--- src/rtl/nfa_pkg.sv ---
package nfa_pkg;

  typedef enum logic [2:0] {
    SRC_SEQ  = 3'd0,
    SRC_FAST = 3'd1,
    SRC_SLOW = 3'd2,
    SRC_DEC  = 3'd3,
    SRC_EXE  = 3'd4
  } nfa_src_e;

  // saturating two-bit counter step
  function automatic logic [1:0] ctr_step(input logic [1:0] cur, input logic taken);
    logic [1:0] res;
    if (taken) res = (cur == 2'd3) ? 2'd3 : cur + 2'd1;
    else       res = (cur == 2'd0) ? 2'd0 : cur - 2'd1;
    return res;
  endfunction

endpackage

--- src/rtl/nfa_tgt_cache.sv ---
module nfa_tgt_cache #(
  parameter int AW    = 32,
  parameter int IDX_W = 4
) (
  input  logic          clk,
  input  logic          rst,
  input  logic [AW-1:0] lk_pc,
  output logic          lk_hit,
  output logic          lk_dir,
  output logic [AW-1:0] lk_tgt,
  input  logic          wr_vld,
  input  logic [AW-1:0] wr_pc,
  input  logic          wr_taken,
  input  logic [AW-1:0] wr_tgt
);

  localparam int DEPTH = 1 << IDX_W;
  localparam int TAG_W = AW - 2 - IDX_W;

  logic [DEPTH-1:0] vld_q;
  logic [DEPTH-1:0] dir_q;
  logic [TAG_W-1:0] tag_mem [DEPTH];
  logic [AW-1:0]    tgt_mem [DEPTH];

  logic [IDX_W-1:0] lk_idx, w_idx;
  logic [TAG_W-1:0] lk_tag, w_tag;
  logic             w_hit;

  assign lk_idx = lk_pc[2 +: IDX_W];
  assign lk_tag = lk_pc[AW-1 -: TAG_W];
  assign w_idx  = wr_pc[2 +: IDX_W];
  assign w_tag  = wr_pc[AW-1 -: TAG_W];

  // distributed memory, asynchronous read for a same-cycle answer
  assign lk_hit = vld_q[lk_idx] && (tag_mem[lk_idx] == lk_tag);
  assign lk_dir = dir_q[lk_idx];
  assign lk_tgt = tgt_mem[lk_idx];
  assign w_hit  = vld_q[w_idx] && (tag_mem[w_idx] == w_tag);

  always_ff @(posedge clk) begin
    if (wr_vld && wr_taken) begin
      tag_mem[w_idx] <= w_tag;
      tgt_mem[w_idx] <= wr_tgt;
    end
  end

  always_ff @(posedge clk) begin
    if (rst) begin
      vld_q <= '0;
      dir_q <= '0;
    end else if (wr_vld) begin
      if (wr_taken) begin
        vld_q[w_idx] <= 1'b1;
        dir_q[w_idx] <= 1'b1;
      end else if (w_hit) begin
        dir_q[w_idx] <= 1'b0;
      end
    end
  end


  alloc_on_taken_chk: assert property (@(posedge clk) disable iff (rst)
    (wr_vld && wr_taken) |=> (vld_q[$past(w_idx)] && dir_q[$past(w_idx)]));

endmodule

--- src/rtl/nfa_ctr_table.sv ---
module nfa_ctr_table import nfa_pkg::*; #(
  parameter int AW    = 32,
  parameter int IDX_W = 8
) (
  input  logic          clk,
  input  logic          rst,
  input  logic [AW-1:0] rd_pc,
  output logic [1:0]    rd_ctr,
  input  logic          tr_vld,
  input  logic [AW-1:0] tr_pc,
  input  logic          tr_taken
);

  localparam int DEPTH = 1 << IDX_W;

  logic [1:0] ctr_mem [DEPTH];

  initial begin
    for (int i = 0; i < DEPTH; i++) ctr_mem[i] = 2'b01;
  end

  logic [IDX_W-1:0] rd_idx, tr_idx;
  assign rd_idx = rd_pc[2 +: IDX_W];
  assign tr_idx = tr_pc[2 +: IDX_W];

  // lookup port: registered read, answer one cycle after the fetch
  always_ff @(posedge clk) begin
    rd_ctr <= ctr_mem[rd_idx];
  end

  // training: read the old value, then write the stepped value
  logic             s1_vld, s1_tk;
  logic [IDX_W-1:0] s1_idx;
  logic [1:0]       s1_rd;
  logic             wq_vld;
  logic [IDX_W-1:0] wq_idx;
  logic [1:0]       wq_val;
  logic [1:0]       old_val, wr_val;

  always_ff @(posedge clk) begin
    s1_rd  <= ctr_mem[tr_idx];
    s1_idx <= tr_idx;
    s1_tk  <= tr_taken;
    wq_idx <= s1_idx;
    wq_val <= wr_val;
    if (rst) begin
      s1_vld <= 1'b0;
      wq_vld <= 1'b0;
    end else begin
      s1_vld <= tr_vld;
      wq_vld <= s1_vld;
    end
  end

  // forward the write of the previous cycle, whose read was stale
  assign old_val = (wq_vld && (wq_idx == s1_idx)) ? wq_val : s1_rd;
  assign wr_val  = ctr_step(old_val, s1_tk);

  always_ff @(posedge clk) begin
    if (s1_vld) ctr_mem[s1_idx] <= wr_val;
  end


  ctr_monotone_chk: assert property (@(posedge clk) disable iff (rst)
    (s1_vld && s1_tk && wq_vld && (wq_idx == s1_idx)) |-> (wr_val >= wq_val));

endmodule

--- src/rtl/nfa_next_sel.sv ---
module nfa_next_sel import nfa_pkg::*; #(
  parameter int AW = 32
) (
  input  logic [AW-1:0] cur_pc,
  input  logic          exe_vld,
  input  logic [AW-1:0] exe_tgt,
  input  logic          dec_vld,
  input  logic [AW-1:0] dec_tgt,
  input  logic          ovr_vld,
  input  logic [AW-1:0] ovr_tgt,
  input  logic          fast_tk,
  input  logic [AW-1:0] fast_tgt,
  output logic [AW-1:0] nxt_pc,
  output nfa_src_e      nxt_src,
  output logic          redir
);

  localparam logic [AW-1:0] STEP = AW'(4);

  always_comb begin
    nxt_pc  = cur_pc + STEP;
    nxt_src = SRC_SEQ;
    if (exe_vld) begin
      nxt_pc  = exe_tgt;
      nxt_src = SRC_EXE;
    end else if (dec_vld) begin
      nxt_pc  = dec_tgt;
      nxt_src = SRC_DEC;
    end else if (ovr_vld) begin
      nxt_pc  = ovr_tgt;
      nxt_src = SRC_SLOW;
    end else if (fast_tk) begin
      nxt_pc  = fast_tgt;
      nxt_src = SRC_FAST;
    end
  end

  assign redir = exe_vld || dec_vld || ovr_vld;

endmodule

--- src/rtl/nfa_predictor.sv ---
module nfa_predictor import nfa_pkg::*; #(
  parameter int              AW         = 32,
  parameter int              FAST_IDX_W = 4,
  parameter int              CTR_IDX_W  = 8,
  parameter logic [AW-1:0]   RESET_PC   = '0
) (
  input  logic          clk,
  input  logic          rst,
  input  logic          dec_redir_vld,
  input  logic [AW-1:0] dec_redir_tgt,
  input  logic          exe_redir_vld,
  input  logic [AW-1:0] exe_redir_tgt,
  input  logic          res_vld,
  input  logic [AW-1:0] res_pc,
  input  logic          res_taken,
  input  logic [AW-1:0] res_tgt,
  output logic [AW-1:0] fetch_pc,
  output logic [2:0]    fetch_src
);

  localparam logic [AW-1:0] STEP = AW'(4);

  logic [AW-1:0] pc_q;
  nfa_src_e      src_q;
  logic          run_q;

  // same-cycle target cache answer for the current fetch
  logic          f_hit, f_dir;
  logic [AW-1:0] f_tgt;

  nfa_tgt_cache #(.AW(AW), .IDX_W(FAST_IDX_W)) i_fast (
    .clk(clk), .rst(rst),
    .lk_pc(pc_q), .lk_hit(f_hit), .lk_dir(f_dir), .lk_tgt(f_tgt),
    .wr_vld(res_vld), .wr_pc(res_pc), .wr_taken(res_taken), .wr_tgt(res_tgt)
  );

  // counter answer for the previous fetch
  logic [1:0] ctr_rd;

  nfa_ctr_table #(.AW(AW), .IDX_W(CTR_IDX_W)) i_slow (
    .clk(clk), .rst(rst),
    .rd_pc(pc_q), .rd_ctr(ctr_rd),
    .tr_vld(res_vld), .tr_pc(res_pc), .tr_taken(res_taken)
  );

  // what the fast side guessed for the previous fetch
  logic          pend_vld, pend_hit, pend_dir;
  logic [AW-1:0] pend_pc, pend_tgt;
  logic          slow_tk, fast_was_tk, ovr_vld;
  logic [AW-1:0] ovr_tgt;

  assign slow_tk     = ctr_rd[1];
  assign fast_was_tk = pend_hit && pend_dir;
  assign ovr_vld     = pend_vld &&
                       ((slow_tk && !fast_was_tk && pend_hit) ||
                        (!slow_tk && fast_was_tk));
  assign ovr_tgt     = slow_tk ? pend_tgt : pend_pc + STEP;

  logic [AW-1:0] nxt_pc;
  nfa_src_e      nxt_src;
  logic          redir;

  nfa_next_sel #(.AW(AW)) i_sel (
    .cur_pc(pc_q),
    .exe_vld(exe_redir_vld), .exe_tgt(exe_redir_tgt),
    .dec_vld(dec_redir_vld), .dec_tgt(dec_redir_tgt),
    .ovr_vld(ovr_vld), .ovr_tgt(ovr_tgt),
    .fast_tk(f_hit && f_dir), .fast_tgt(f_tgt),
    .nxt_pc(nxt_pc), .nxt_src(nxt_src), .redir(redir)
  );

  always_ff @(posedge clk) begin
    pend_pc  <= pc_q;
    pend_hit <= f_hit;
    pend_dir <= f_dir;
    pend_tgt <= f_tgt;
    if (rst) begin
      pc_q     <= RESET_PC;
      src_q    <= SRC_SEQ;
      pend_vld <= 1'b0;
      run_q    <= 1'b0;
    end else begin
      pc_q     <= nxt_pc;
      src_q    <= nxt_src;
      pend_vld <= !redir;
      run_q    <= 1'b1;
    end
  end

  assign fetch_pc  = pc_q;
  assign fetch_src = src_q;


  seq_step_chk: assert property (@(posedge clk) disable iff (rst)
    (run_q && src_q == SRC_SEQ) |-> (pc_q == $past(pc_q) + STEP));


  dec_redir_chk: assert property (@(posedge clk) disable iff (rst)
    (dec_redir_vld && !exe_redir_vld) |=>
      (src_q == SRC_DEC && pc_q == $past(dec_redir_tgt)));


  exe_redir_chk: assert property (@(posedge clk) disable iff (rst)
    exe_redir_vld |=> (src_q == SRC_EXE && pc_q == $past(exe_redir_tgt)));


  no_stale_ovr_chk: assert property (@(posedge clk) disable iff (rst)
    (src_q == SRC_EXE || src_q == SRC_DEC || src_q == SRC_SLOW) |=>
      (src_q != SRC_SLOW));

endmodule

--- config.mk ---
export PLATFORM = sky130hd
export DESIGN_NAME = nfa_predictor
export DESIGN_NICKNAME = d
export VERILOG_FILES = /design/src/rtl/nfa_pkg.sv /design/src/rtl/nfa_tgt_cache.sv /design/src/rtl/nfa_ctr_table.sv /design/src/rtl/nfa_next_sel.sv /design/src/rtl/nfa_predictor.sv
export SDC_FILE = /design/constraint.sdc
export NUM_CORES = 2
export LEC_CHECK = 0
export BUFFER_PORTS_ARGS = -buffer_cell sky130_fd_sc_hd__buf_2
export CORE_UTILIZATION = 25
export DETAILED_ROUTE_END_ITERATION = 16
export PLACE_DENSITY = 0.5
export SYNTH_ARGS = -nofsm -noshare
export SYNTH_HDL_FRONTEND = slang
export SYNTH_SLANG_ARGS = --single-unit
--- constraint.sdc ---
create_clock -name clk -period 18.6 [get_ports clk]
set_clock_uncertainty 0.1 [all_clocks]
set_input_delay 0.93 -clock clk [delete_from_list [all_inputs] [get_ports clk]]
set_output_delay 0.93 -clock clk [all_outputs]
set_load 0.005 [all_outputs]
==> summary.md <==
| Metric | Value |
|---|---|
| Status | `completed` |
| Min setup slack post-route | `11.72 ns` |
| Final hold slack | `0.231 ns` |
| Vias post-DR | `37747` |
| Overflow after GRT | `0` |
| Vias in the first global route | `39058` |
| RSZ-0062 raised after global routing | `false` |
| R2R Setup Slk | `11.72 ns` |
| Crit Path Max Fanout | `39` |
| HP Start | `exe_redir_tgt[19]` |
| DIE HEIGHT | `528 µm` |
| FF+latch area | `46400 µm²` |
| First-pass DRT Iterations | `5` |
| Die W | `528 µm` |
| Number of max-slew violations in the final report | `0` |
| Top cell by count, worst path | `buf_4` |
| Final-report setup violation count | `0` |
| Slew margin rel. | `25.0%` |
| Mapped Cells | `3747` |
| Post-Route WL | `208000 µm` |
| Max Used Layer | `met5` |
| Placed wire-length estimate | `122000 µm` |
| Final GP Congestion | `0.825` |
| Hold Fails Final Rpt | `0` |
| Core Util, Final | `29.2%` |
| Cts hold-fix bufs | `0` |
| Pre-CTS setup slack | `11.60 ns` |
| Antenna-violating nets left | `0` |
| Worst Hold Depth | `3` |
| PD cells | `104 nW/µm²` |
| CP max stage cell | `buf_4` |
| Critical path required time | `19.20 ns` |
| Port-buffer cells | `166` |
| Element type at the critical path start | `register` |
| CTS Buf Count | `173` |
| Async S/R FF share, synth | `0%` |
| TritonCTS Sinks | `1598` |
| Routed wl met3 | `11500 µm` |
| IR drop worst, VDD | `74.1 µV` |
| Worst-path clk slew | `0.06 ns` |
| Post-CTS setup buffers | `0` |
| WL met2 | `102000 µm` |
| Clock Tree Buf Depth | `3` |
| Yosys warns | `0` |
| Starting Density | `25.2%` |
| Arrival @ worst endpoint | `7.48 ns` |
| Reg2Reg Depth | `14` |
| Final min period | `6.88 ns` |
| Mapped Avg Cell Area | `18.5 µm²` |
| Core area | `274000 µm²` |
| Fillcell total | `27103` |
| # rows | `192` |
| WL per Instance | `26.8 µm` |
| Final Power | `8.31 mW` |
| # DRC | `0` |
| Total negative slack | `0 ns` |
| Worst Tran Pin Value | `1.12 ns` |
| Final period utilization | `37.0%` |
| Die area | `279000 µm²` |
| Skew-Pair Late Insertion Delay | `0.82 ns` |
| Multi-input combinational cell area | `21700 µm²` |
| Largest net degree at the start of global routing | `119` |
| Fmax achieved | `0.145 GHz` |
| Crit. End Element | `register` |
| Hold path endpoint | `fetch_pc[19]` |
| Synthesized area | `69200 µm²` |
| I/O Pins | `169` |
| Synth unique cells | `70` |
| Worst min path class | `in -> reg` |
| Worst path bufs/invs | `4` |
| # resized after CTS | `0` |
| RR Endpoint | `fetch_pc[12]` |
| Post-synth top flop | `edfxtp_1` |
| Root buf cell | `clkbuf_16` |
| Worst-path cell chain | `buf_4 -> buf_4 -> buf_4 -> mux4_2 -> a22oi_1 -> o221ai_1 -> or4_1 -> a2111o_1 -> nor4_1 -> nand4_1 -> buf_4 -> mux2i_1 -> nor3_1 -> a221o_1` |
| Syn Nets | `3883` |
| Number of flops mapped to enable cells by yosys | `1440` |
| Max_cap viols | `0` |
| TritonCTS clock tree | `yes` |
| DR vias/cell | `4.86` |
| # H-tree levels | `4` |
| CP max stage delay | `0.76 ns` |
| Layout cells sized above 1 | `29.1%` |
| Number of synthesized register bits | `1598` |
| First-pass GRT wire length | `295000 µm` |
| WL met1 | `90500 µm` |
| Nets | `4071` |
| Initial drt markers | `3635` |
| Static leakage | `24.6 nW` |
| GRT Total Usage | `14.7%` |
| P&R area growth vs syn | `16.0%` |
| Initial antenna violation count | `25` |
| Sequential area share after synthesis | `67.1%` |
| Top Family by Delay on Critical Path | `buffers and inverters` |
| Crit Path Category | `reg -> reg` |
| R2R Path Start | `fetch_pc[2]` |
[state kept, by name, summed over array words and instances (netlist names), named ones only]
register        count
i_fast.tgt_mem    512
i_slow.ctr_mem    512
i_fast.tag_mem    416
fetch_pc           32
pend_pc            32
pend_tgt           32
i_fast.vld_q       16
i_slow.s1_idx       8
i_slow.wq_idx       8
fetch_src           3
i_slow.s1_rd        2
i_slow.wq_val       2
i_slow.rd_ctr       1
i_slow.s1_tk        1
i_slow.s1_vld       1
i_slow.wq_vld       1
pend_dir            1
pend_hit            1
pend_vld            1
[tightest hold or removal path, delay by kind of cell]
kind | cells | cell delay (ns)
buffers and inverters | 1 | 0.08
AND/OR/NAND/NOR | 1 | 0.04
AO/OA/AOI/OAI | 1 | 0.07
[cells in the mapped netlist, types with 6 or more instances]
master / count / area share (%)
or3_1: 7 / 0.063
mux2i_1: 132 / 1.9
nand3_1: 49 / 0.35
nor2b_1: 17 / 0.15
o22ai_1: 21 / 0.19
nand4_1: 23 / 0.21
nor2_1: 380 / 2.1
nand2_1: 103 / 0.56
nor3_1: 42 / 0.30
a22o_1: 17 / 0.22
a21oi_1: 42 / 0.30
buf_4: 18 / 0.20
xor2_1: 42 / 0.53
buf_1: 30 / 0.16
a211oi_1: 8 / 0.087
xnor2_1: 63 / 0.80
a221oi_1: 6 / 0.076
o211ai_1: 12 / 0.13
o221ai_1: 6 / 0.076
nand2b_1: 21 / 0.19
a221o_1: 7 / 0.10
a22oi_1: 30 / 0.33
mux2_1: 12 / 0.20
mux4_2: 623 / 20
edfxtp_1: 1440 / 63
buf_2: 68 / 0.49
and3_1: 21 / 0.19
mux2_2: 7 / 0.11
nor3b_1: 6 / 0.065
dfxtp_1: 158 / 4.6
nor4_1: 20 / 0.18
clkbuf_1: 135 / 0.73
o21ai_0: 67 / 0.48
inv_1: 25 / 0.14
a31oi_1: 6 / 0.054
[how the worst max path moves through the flow]
stage	startpoint	end	slack [ns]	depth (start not counted)
2_1_floorplan	res_pc[5]	i_fast.tag_mem[12][0]	10.88	7
3_3_place_gp	fetch_pc[2]	fetch_pc[12]	11.56	14
3_5_place_dp	fetch_pc[2]	fetch_pc[12]	11.60	14
4_1_cts	fetch_pc[2]	fetch_pc[12]	11.59	14
5_1_grt	fetch_pc[2]	fetch_pc[12]	11.26	14
6_report	fetch_pc[2]	fetch_pc[12]	11.72	14
[cell type report]
class	instances	share of cell area, %
Sequential cell	1598	57.9
Multi-Input combinational cell	1870	27.1
Clock buffer	228	5.91
Tap cell	3686	5.75
Timing Repair Buffer	266	2.05
Clock inverter	92	1.21
Inverter	26	0.128
Antenna cell	2	0.00624
[metrics by stage]
stage / cell area (µm²) / instances
floorplan: 69200 / 3747
global placement: 74500 / 7446
detailed placement: 74500 / 7446
CTS: 80200 / 7766
global route: 80200 / 7767
finish: 80200 / 7768
[cells by family after synthesis]
| family | after synthesis | synth area share (%) |
|---|---|---|
| compound gates | 271 | 2.65 |
| xor+xnor | 105 | 1.33 |
| fa+ha+maj | 3 | 0.0506 |
| buf+inv | 279 | 1.76 |
| flops | 1598 | 67.1 |
| mux | 774 | 22.5 |
| simple gates | 717 | 4.64 |
[power breakdown]
group | switching (mW) | leakage (nW) | internal, mW
clock network | 1.46 | 2.79 | 2.00
logic | 0.477 | 7.50 | 0.296
registers | 0.0462 | 14.3 | 4.03
total | 1.99 | 24.6 | 6.33
[metal layers]
metal  vias to the layer above  track usage [%]
met5                         -                0
met4                         6             3.00
met3                       279             2.51
met2                      1212             24.6
met1                     20423             20.0
li1                      15827                -
[layout by cell type (no fill, tap or decap), types with 26 or more instances in the layout]
cell | synthesis | routed
nand2_1 | 103 | 98
edfxtp_1 | 1440 | 1440
nor3_1 | 42 | 38
mux4_2 | 623 | 623
buf_2 | 68 | 162
a22oi_1 | 30 | 30
nor2_1 | 380 | 368
nand3_1 | 49 | 45
buf_4 | 18 | 98
xor2_1 | 42 | 42
clkbuf_1 | 135 | 36
xnor2_1 | 63 | 63
dfxtp_1 | 158 | 153
o21ai_0 | 67 | 67
clkinv_1 | 1 | 31
mux2i_1 | 132 | 132
clkinv_2 | 0 | 26
clkbuf_16 | 0 | 176
a21oi_1 | 42 | 42
No activity file was read; power rests on OpenSTA's default activity.
